<file path="config.mk">
export PLATFORM = sky130hd
export DESIGN_NAME = line_carriage
export DESIGN_NICKNAME = d
export VERILOG_FILES = /design/src/rtl/lcar_pkg.sv /design/src/rtl/lcar_page_len.sv /design/src/rtl/lcar_feed_plan.sv /design/src/rtl/lcar_feed_seq.sv /design/src/rtl/line_carriage.sv
export SDC_FILE = /design/constraint.sdc
export NUM_CORES = 1
export LEC_CHECK = 0
export ABC_CLOCK_PERIOD_IN_PS = 4970
export BUFFER_PORTS_ARGS = -buffer_cell sky130_fd_sc_hd__buf_2
export CORE_AREA = 2 2 79 66
export CTS_BUF_LIST = sky130_fd_sc_hd__clkbuf_16
export CTS_CLUSTER_SIZE = 30
export DETAILED_ROUTE_END_ITERATION = 7
export DIE_AREA = 0 0 81 68
export PLACE_DENSITY = 0.86
export SYNTH_ARGS = -nofsm -noshare
export SYNTH_HDL_FRONTEND = slang
export SYNTH_SLANG_ARGS = --single-unit
</file>
<file path="constraint.sdc">
create_clock -name clk -period 4.97 [get_ports clk]
set_clock_uncertainty 0.2 [all_clocks]
set_input_delay 0 -clock clk [delete_from_list [all_inputs] [get_ports clk]]
set_output_delay 0 -clock clk [all_outputs]
set_load 0.005 [all_outputs]
</file>
<file path="src/rtl/lcar_pkg.sv">
package lcar_pkg;

   // Spacing request bits that come with a print-line pulse
   typedef struct packed {
      logic before1;
      logic before2;
      logic after1;
      logic skip;
   } space_req_t;

   typedef enum logic [1:0] {
      ST_IDLE = 2'd0,
      ST_FEED = 2'd1,
      ST_WRAP = 2'd2
   } seq_state_t;

endpackage

</file>
<file path="src/rtl/lcar_page_len.sv">
module lcar_page_len #(
   parameter int CNT_W     = 7,
   parameter int LPP_MIN   = 20,
   parameter int LPP_MAX   = 100,
   parameter int LPP_RESET = 60
) (
   input  logic             clk,
   input  logic             rst_n,
   input  logic             wr_en,
   input  logic [CNT_W-1:0] wr_val,
   input  logic             allow,
   output logic             load_ok,
   output logic [CNT_W-1:0] len
);
   localparam logic [CNT_W-1:0] MIN_V = CNT_W'(LPP_MIN);
   localparam logic [CNT_W-1:0] MAX_V = CNT_W'(LPP_MAX);
   localparam logic [CNT_W-1:0] RST_V = CNT_W'(LPP_RESET);

   logic in_window;

   assign in_window = (wr_val >= MIN_V) && (wr_val <= MAX_V);
   assign load_ok   = wr_en && allow && in_window;

   always_ff @(posedge clk or negedge rst_n) begin
      if (!rst_n) begin
         len <= RST_V;
      end else if (load_ok) begin
         len <= wr_val;
      end
   end
endmodule

</file>
<file path="src/rtl/lcar_feed_plan.sv">
module lcar_feed_plan
   import lcar_pkg::*;
#(
   parameter int CNT_W   = 7,
   parameter bit PRE_SUM = 1'b1
) (
   input  space_req_t       req,
   input  logic [CNT_W-1:0] pos,
   input  logic [CNT_W-1:0] len,
   output logic [CNT_W-1:0] total
);
   localparam int SUM_W = CNT_W + 1;

   logic [2:0]       pre_n;
   logic [2:0]       fixed_n;
   logic             no_req;
   logic [SUM_W-1:0] reach;
   logic [SUM_W-1:0] len_w;
   logic [CNT_W-1:0] skip_n;

   // Variant choice for both before-requests at once
   generate
      if (PRE_SUM) begin : g_pre_add
         assign pre_n = {1'b0, req.before2, 1'b0} + {2'b00, req.before1};
      end else begin : g_pre_max
         assign pre_n = req.before2 ? 3'd2 : {2'b00, req.before1};
      end
   endgenerate

   assign no_req  = ~(req.before1 | req.before2 | req.after1 | req.skip);
   assign fixed_n = pre_n + {2'b00, req.after1} + {2'b00, no_req};

   assign reach = {1'b0, pos} + SUM_W'(fixed_n);
   assign len_w = {1'b0, len};

   always_comb begin
      skip_n = '0;
      if (req.skip && (reach < len_w)) begin
         skip_n = CNT_W'(len_w - reach);
      end
   end

   assign total = CNT_W'(fixed_n) + skip_n;
endmodule

</file>
<file path="src/rtl/lcar_feed_seq.sv">
module lcar_feed_seq
   import lcar_pkg::*;
#(
   parameter int CNT_W = 7
) (
   input  logic             clk,
   input  logic             rst_n,
   input  logic             start,
   input  logic [CNT_W-1:0] total,
   input  logic             load_ok,
   input  logic [CNT_W-1:0] len,
   output logic             busy,
   output logic             feed,
   output logic             ovf,
   output logic [CNT_W-1:0] pos
);
   localparam logic [CNT_W-1:0] ONE = CNT_W'(1);

   seq_state_t       st;
   logic [CNT_W-1:0] left;

   always_ff @(posedge clk or negedge rst_n) begin
      if (!rst_n) begin
         st   <= ST_IDLE;
         left <= '0;
         pos  <= '0;
         ovf  <= 1'b0;
      end else begin
         ovf <= 1'b0;
         unique case (st)
            ST_IDLE: begin
               if (load_ok) begin
                  pos <= '0;
               end
               if (start) begin
                  left <= total;
                  st   <= ST_FEED;
               end
            end
            ST_FEED: begin
               pos  <= pos + ONE;
               left <= left - ONE;
               if (left == ONE) begin
                  st <= ST_WRAP;
               end
            end
            ST_WRAP: begin
               if (pos >= len) begin
                  pos <= pos - len;
                  ovf <= 1'b1;
               end
               st <= ST_IDLE;
            end
            default: st <= ST_IDLE;
         endcase
      end
   end

   assign busy = (st != ST_IDLE);
   assign feed = (st == ST_FEED);
endmodule

</file>
<file path="src/rtl/line_carriage.sv">
module line_carriage
   import lcar_pkg::*;
#(
   parameter int CNT_W     = 7,
   parameter int LPP_MIN   = 20,
   parameter int LPP_MAX   = 100,
   parameter int LPP_RESET = 60,
   parameter bit PRE_SUM   = 1'b1
) (
   input  logic             clk,
   input  logic             rst_n,
   input  logic             cfg_we,
   input  logic [CNT_W-1:0] cfg_lines,
   input  logic             line_go,
   input  logic             sp_before1,
   input  logic             sp_before2,
   input  logic             sp_after,
   input  logic             sp_skip,
   output logic             feed,
   output logic             busy,
   output logic             page_ovf,
   output logic [CNT_W-1:0] line_pos,
   output logic [CNT_W-1:0] page_len
);
   // Elaboration checks: at most 4 fixed feeds may overshoot the page
   generate
      if (LPP_MIN <= 4) begin : g_bad_min
         $error("LPP_MIN must exceed the largest fixed feed count");
      end
      if (LPP_MIN > LPP_MAX) begin : g_bad_order
         $error("LPP_MIN must not exceed LPP_MAX");
      end
      if (LPP_MAX + 4 >= (1 << CNT_W)) begin : g_bad_width
         $error("CNT_W too narrow for LPP_MAX plus overshoot");
      end
      if ((LPP_RESET < LPP_MIN) || (LPP_RESET > LPP_MAX)) begin : g_bad_rst
         $error("LPP_RESET outside the page-length window");
      end
   endgenerate

   space_req_t       req;
   logic             load_ok;
   logic             start;
   logic [CNT_W-1:0] total;

   assign req   = '{before1: sp_before1, before2: sp_before2,
                    after1: sp_after, skip: sp_skip};
   assign start = line_go && !busy && !load_ok;

   lcar_page_len #(
      .CNT_W    (CNT_W),
      .LPP_MIN  (LPP_MIN),
      .LPP_MAX  (LPP_MAX),
      .LPP_RESET(LPP_RESET)
   ) u_len (
      .clk    (clk),
      .rst_n  (rst_n),
      .wr_en  (cfg_we),
      .wr_val (cfg_lines),
      .allow  (!busy),
      .load_ok(load_ok),
      .len    (page_len)
   );

   lcar_feed_plan #(
      .CNT_W  (CNT_W),
      .PRE_SUM(PRE_SUM)
   ) u_plan (
      .req  (req),
      .pos  (line_pos),
      .len  (page_len),
      .total(total)
   );

   lcar_feed_seq #(
      .CNT_W(CNT_W)
   ) u_seq (
      .clk    (clk),
      .rst_n  (rst_n),
      .start  (start),
      .total  (total),
      .load_ok(load_ok),
      .len    (page_len),
      .busy   (busy),
      .feed   (feed),
      .ovf    (page_ovf),
      .pos    (line_pos)
   );
endmodule

</file>
After elaboration in Yosys (flattened, before gate mapping) --
Index checks and enable logic that the tools add are counted.
Word-level totals: register bits after elaboration 24, latch bits 0, bits in writable memories 0, bits in read-only memories 0, input port bits 15, output and inout bits 17, memories kept 0
Operators by class: add/sub/neg operators 9, multipliers 0, divide/modulo/power cells 0, magnitude comparators 4, equality and inequality tests 7, shifts and indexed selects 0, muxes and demuxes 11, bitwise logic cells 4, reductions and logical operators 15
Operators with widths (number):
- 7-bit 2-to-1 mux | 4
- 7-bit one-hot mux with 3 select lines | 1
- 7-bit one-hot mux with 2 select lines | 1
- 7-bit subtractor | 2
- 7-bit by 3-bit adder with 8-bit output | 1
- 8-bit by 7-bit less-than comparator with 1-bit output | 1
- 3-bit by 7-bit adder with 7-bit output | 1
- 7-bit by 1-bit adder with 7-bit output (second input constant) | 1
- 7-bit by 1-bit == test with 1-bit output (second input constant) | 1
- 7-bit by 5-bit greater-or-equal comparator with 1-bit output (second input constant) | 1
- 7-bit greater-or-equal comparator | 1
- 7-bit <= comparator (second input constant) | 1
- 7-bit by 1-bit subtractor with 7-bit output (second input constant) | 1
- 3-bit by 1-bit adder with 3-bit output | 2
- 1-bit logical AND | 6
- 2-bit 2-to-1 mux | 2
- 2-bit by 1-bit inequality test with 1-bit output (second input constant) | 2
- 2-bit inequality test (second input constant) | 2
- 2-bit one-hot mux with 2 select lines | 1
- 2-bit AND reduction | 2
- 2-bit nonzero test | 2
- 2-bit by 1-bit adder with 3-bit output | 1
- 1-bit OR | 3
- 3-bit AND reduction | 1
- other kinds (7) | 9

Depth between registers and ports, before layout --
depth after elaboration 12, mapped depth 19, gate-level depth less buffers 19

By module --
A second synthesis with hierarchy kept.
Second synthesis, totals: cell total of the unflattened synthesis 312, area, all modules 2583.7 um^2
By module, submodules not included:
- lcar_feed_seq | instances 1, cells each 163, area each 1326.3 um^2, sequential area each 425.4 um^2
- lcar_feed_plan | instances 1, cells each 117, area each 887.1 um^2, sequential area each 0.0 um^2
- lcar_page_len | instances 1, cells each 30, area each 354.1 um^2, sequential area each 180.2 um^2
- line_carriage | instances 1, cells each 2, area each 16.3 um^2, sequential area each 0.0 um^2

Worst setup path before layout --
Ideal clock, no wire load.
kind input port to flip-flop, start input sp_before1, end register u_seq.left[3], setup time 0.101 ns, data arrival time 3.553 ns, setup slack 1.116 ns, stages on the path 19, buffers on the path 1, path through ha_1 -> ha_1 -> ha_1 -> a211oi_2 -> nor3_1 -> xor2_1 -> ha_1 -> buf_4 -> a211o_1 -> o221ai_1 -> nand2_1 -> nor2_1 -> ha_1 -> a21o_1 -> a21oi_1 -> nor2_1 -> nand2_1 -> mux2i_1 -> o32ai_1
On the way: longest elaborated chain between the ends 12
Ends and longest elaborated chain:
- start, declared | line line_carriage.sv:15 | input logic sp_before1,
- branches (longest 4 deep; another with 2-bit by 1-bit adder with 3-bit output)
- 3-bit by 1-bit adder with 3-bit output (*) | line lcar_feed_plan.sv:31 | assign fixed_n = pre_n + {2'b00, req.after1} + {2'b00, no_req};
- 7-bit by 3-bit adder with 8-bit output | line lcar_feed_plan.sv:33 | assign reach = {1'b0, pos} + SUM_W'(fixed_n);
- 8-bit by 7-bit less-than comparator with 1-bit output | line lcar_feed_plan.sv:38 | if (req.skip && (reach < len_w)) begin
- 1-bit logical AND | line lcar_feed_plan.sv:38
- 7-bit 2-to-1 mux | line lcar_feed_plan.sv:38
- 3-bit by 7-bit adder with 7-bit output (*) | line lcar_feed_plan.sv:43 | assign total = CNT_W'(fixed_n) + skip_n;
- 7-bit 2-to-1 mux (*) | line lcar_feed_seq.sv:35 | if (start) begin
- 7-bit one-hot mux with 2 select lines (*) | line lcar_feed_seq.sv:30 | unique case (st)
- end signal, assigned | line lcar_feed_seq.sv:36 | left <= total;
- end signal, assigned | line lcar_feed_seq.sv:42 | left <= left - ONE;
- end, declared | line lcar_feed_seq.sv:20 | logic [CNT_W-1:0] left;
Mark *: on every way between the ends. The select of a mux whose other input is x is not followed. A chain may end at the register's enable or synchronous reset.

Worst setup path after layout --
start register u_seq.pos[1], end register u_seq.left[3]
On the way: longest elaborated chain between the ends 7
Ends and longest elaborated chain:
- start, declared | line lcar_feed_seq.sv:15 | output logic [CNT_W-1:0] pos
- start signal, assigned | line lcar_feed_seq.sv:41 | pos <= pos + ONE;
- start signal, assigned | line lcar_feed_seq.sv:49 | pos <= pos - len;
- 7-bit by 3-bit adder with 8-bit output (*) | line lcar_feed_plan.sv:33
- 8-bit by 7-bit less-than comparator with 1-bit output | line lcar_feed_plan.sv:38
- 1-bit logical AND | line lcar_feed_plan.sv:38
- 7-bit 2-to-1 mux (*) | line lcar_feed_plan.sv:38
- 3-bit by 7-bit adder with 7-bit output (*) | line lcar_feed_plan.sv:43
- 7-bit 2-to-1 mux (*) | line lcar_feed_seq.sv:35
- 7-bit one-hot mux with 2 select lines (*) | line lcar_feed_seq.sv:30
Mark *: on every way between the ends. The rest lies on a longest branch, timed or not. The select of a mux whose other input is x is not followed.

==> results.md <==
* Worst EP arrival at 4.29 ns
* GR Overflow Total at 0
* Hold slack at 0.0860 ns
* Initial antenna violation count at 0
* Setup TNS at 0 ns
* Clock power share at 8.7%
* Final hold violation count at 0
* Cell Area, Synth at 0.00273 sq mm
* Post-route DRC at 0
* Antenna cells at 0
* Total Nets Final at 399
* Vias in the first global route at 2,269
* Number of port buffers at 31
* Most common cell after layout, fill and taps aside: ha_1
* FFs w/ async S/R, synth at 100%
* Unrepaired setup endpoints after global routing: no
* DR iter-0 viols at 248
* RR Startpoint: u_seq.pos[1]$_DFFE_PN0P_
* Post-synth EDFFs at 0
* Crit path depth at 16
* Floorplan row count at 23
* Core area at 0.00478 sq mm
* Setup Fix Bufs, Post-CTS at 0
* Most frequent cells in the layout: ha_1, buf_2, inv_1
* Worst Path Buf+Inv at 0
* Placed cell area at 0.00293 sq mm
* Vias per cell at 6.06
* Synthesis-to-layout area growth at 12.9%
* FF-to-FF End: u_seq.left[3]$_DFFE_PN0P_
* Final Cell Area at 0.00309 sq mm
* Synth Flop Type: dfrtp_1
* Int Power at 1.03 mW
* Setup violations, final at 0
* Sequential share of power at 19.8%
* CTS root buffer: clkbuf_16
* Crit Path Class: reg2reg
* Ratio of cells with drive above 1 in the final layout at 19.8%
* HP Class: in2async
* Peak VDD IR at 351 uV
* Vias at 2,461
* Clk pin slew, worst setup/hold paths at 0.06 ns
* Global-route wire length before repair at 10.7 mm
* Pins over their slew limit at 0
* Relative slew slack at 44.1%
* GPL Wtd Cong at 0.949
* Post-Syn Instances at 307
* Post-synthesis sequential area ratio at 22.2%
* Ys Warns at 0
* Antenna Nets Post-Route at 0
* Final worst path period need at 4.33 ns
* End of the critical path: u_seq.left[3]$_DFFE_PN0P_
* Worst r2r path cells at 16
* Final period util at 87.2%
* Pleak at 1.48 nW
* CP required at 4.92 ns
* Max Buffers Root-to-Sink at 2
* Largest net degree at the start of global routing at 26
* #FFs+latches synth at 24
* Logic gate share of total power at 71.6%
* Starting Density at 57.2%
* Drt pass-1 iters at 6
* Number of library cell types mapped by synthesis at 75
* Switching power at 1.02 mW
* Syn_nets at 361
* Pwr/cell area at 664 mW/mm^2
* Status: finished clean
* IO Count at 32
* Placed insts at 394
* Die footprint at 0.00551 sq mm
* Post-Layout Cell Count at 406
* Critical path launch point type: flop
* H-tree Lvls at 1
* Later-pin clock latency in the skew report at 0.26 ns
* CTS tree: done
* Pwr Total at 2.05 mW
* Critical path's top delay family: compound AO/OA/AOI/OAI gates
* Clock sinks at 24
* R2R Setup Slk at 0.64 ns
* Die Ht at 68 um
* Global Route Usage Sum at 25.7%
* Worst path cell trace: ha_1, a211oi_2, nor3_1, xor2_1, ha_1, a211o_1, o221ai_1, nand2_1, nor2_1, ha_1, a21o_1, a21oi_1, nor2_1, nand2_1, mux2i_1, o32ai_1
* Num CTS Buffers at 3
* Die Wd at 81 um
* DP HPWL at 5.25 mm
* Most common cell on crit path: ha_1
* Final wirelength at 6.70 mm
* Launch point of the worst path: u_seq.pos[1]$_DFFE_PN0P_
* # Max-Cap Violations at 0
* Crit Path Max Fanout at 10
* Actual slew at the worst max-slew pin at 0.838 ns
* Avg WL per Cell at 16.5 um
* Switching Share at 49.6%
* Syn Area/Cell at 8.90 sq um
* Largest stage delay on the critical path at 0.54 ns
* Peak Freq at 231 MHz
* Critical path's slowest cell: dfrtp_1
* Worst Setup End Kind: flop
## final cells by class
cell class                 count  area, sq um
clock inverter                 1         3.75
sequential                    24          606
inverter                      27          101
tap                           62         77.6
clock buffer                   3         75.1
multi-input combinational    250         1990
timing repair buffer          39          235
fill                         408         1690
## power groups by stage
stage          Sequential (mW)  Clock [mW]  Combinational, mW
2_1_floorplan            0.364           0               1.13
3_3_place_gp             0.395           0               1.39
3_5_place_dp             0.402           0               1.43
4_1_cts                  0.399       0.181               1.45
5_1_grt                  0.412       0.188               1.62
6_report                 0.405       0.178               1.47
## per-layer routing
layer	global-route usage [%]	vias up	wire [um]
li1	-	1206	-
met1	36.0	1164	3040
met2	41.3	79	3020
met3	3.83	12	528
met4	7.20	0	116
met5	0	-	0
## Yosys cell counts, drive strengths merged (5+ instances only)
| cell type | number | area, sq um |
|---|---|---|
| a21o | 5 | 37.5 |
| a21oi | 16 | 80.1 |
| dfrtp | 20 | 500 |
| ha | 35 | 438 |
| inv | 27 | 101 |
| mux2 | 7 | 78.8 |
| mux2i | 5 | 50.1 |
| nand2 | 21 | 78.8 |
| nand3 | 10 | 50.1 |
| nor2 | 22 | 90.1 |
| nor2b | 6 | 45.0 |
| nor3 | 8 | 40.0 |
| o21a | 6 | 45.0 |
| o21ai | 16 | 80.1 |
| xnor2 | 5 | 43.8 |
| xor2 | 9 | 78.8 |
## cells by family (layout without fill, tap and decap cells)
| logic type | after synthesis | count (layout) | synth area share [%] |
|---|---|---|---|
| AOI/OAI and AO/OA | 88 | 88 | 25.0 |
| xor gates and xnor gates | 14 | 14 | 4.49 |
| adders and majority gates | 39 | 39 | 19.0 |
| buffers and inverters | 33 | 70 | 5.13 |
| DFF | 24 | 24 | 22.2 |
| muxes | 12 | 12 | 4.72 |
| and+or+nand+nor | 97 | 97 | 19.6 |
## sequential cells by signal, summed over array words and instances (netlist names)
| register | cells |
|---|---|
| u_len.len | 7 |
| u_seq.left | 7 |
| u_seq.pos | 7 |
| u_seq.st | 2 |
| u_seq.ovf | 1 |
## stage by stage
stage / setup slack [ns] / utilization (%)
finish: 0.636 / 64.6
global route: 0.414 / 64.6
CTS: 0.671 / 64.6
detailed placement: 0.545 / 61.3
global placement: 0.812 / 61.3
floorplan: 1.12 / -
## worst min-delay path by stage
stage / start / endpoint / slack (ns)
after floorplan: rst_n / u_len.len[0]$_DFFE_PN0P_ / -0.50
after global placement: rst_n / u_seq.left[5]$_DFFE_PN0P_ / -0.18
after detailed placement: rst_n / u_seq.left[5]$_DFFE_PN0P_ / -0.18
after CTS: cfg_we / u_len.len[5]$_DFFE_PN1P_ / 0.09
after global routing: cfg_we / u_len.len[5]$_DFFE_PN1P_ / 0.13
final: rst_n / u_seq.left[5]$_DFFE_PN0P_ / 0.09
## timing repair
action,CTS,global route
hold buffers,8,0
resized for setup,0,0
endpoints found under the hold margin,31,0
Power figures use the tool's default switching activity.
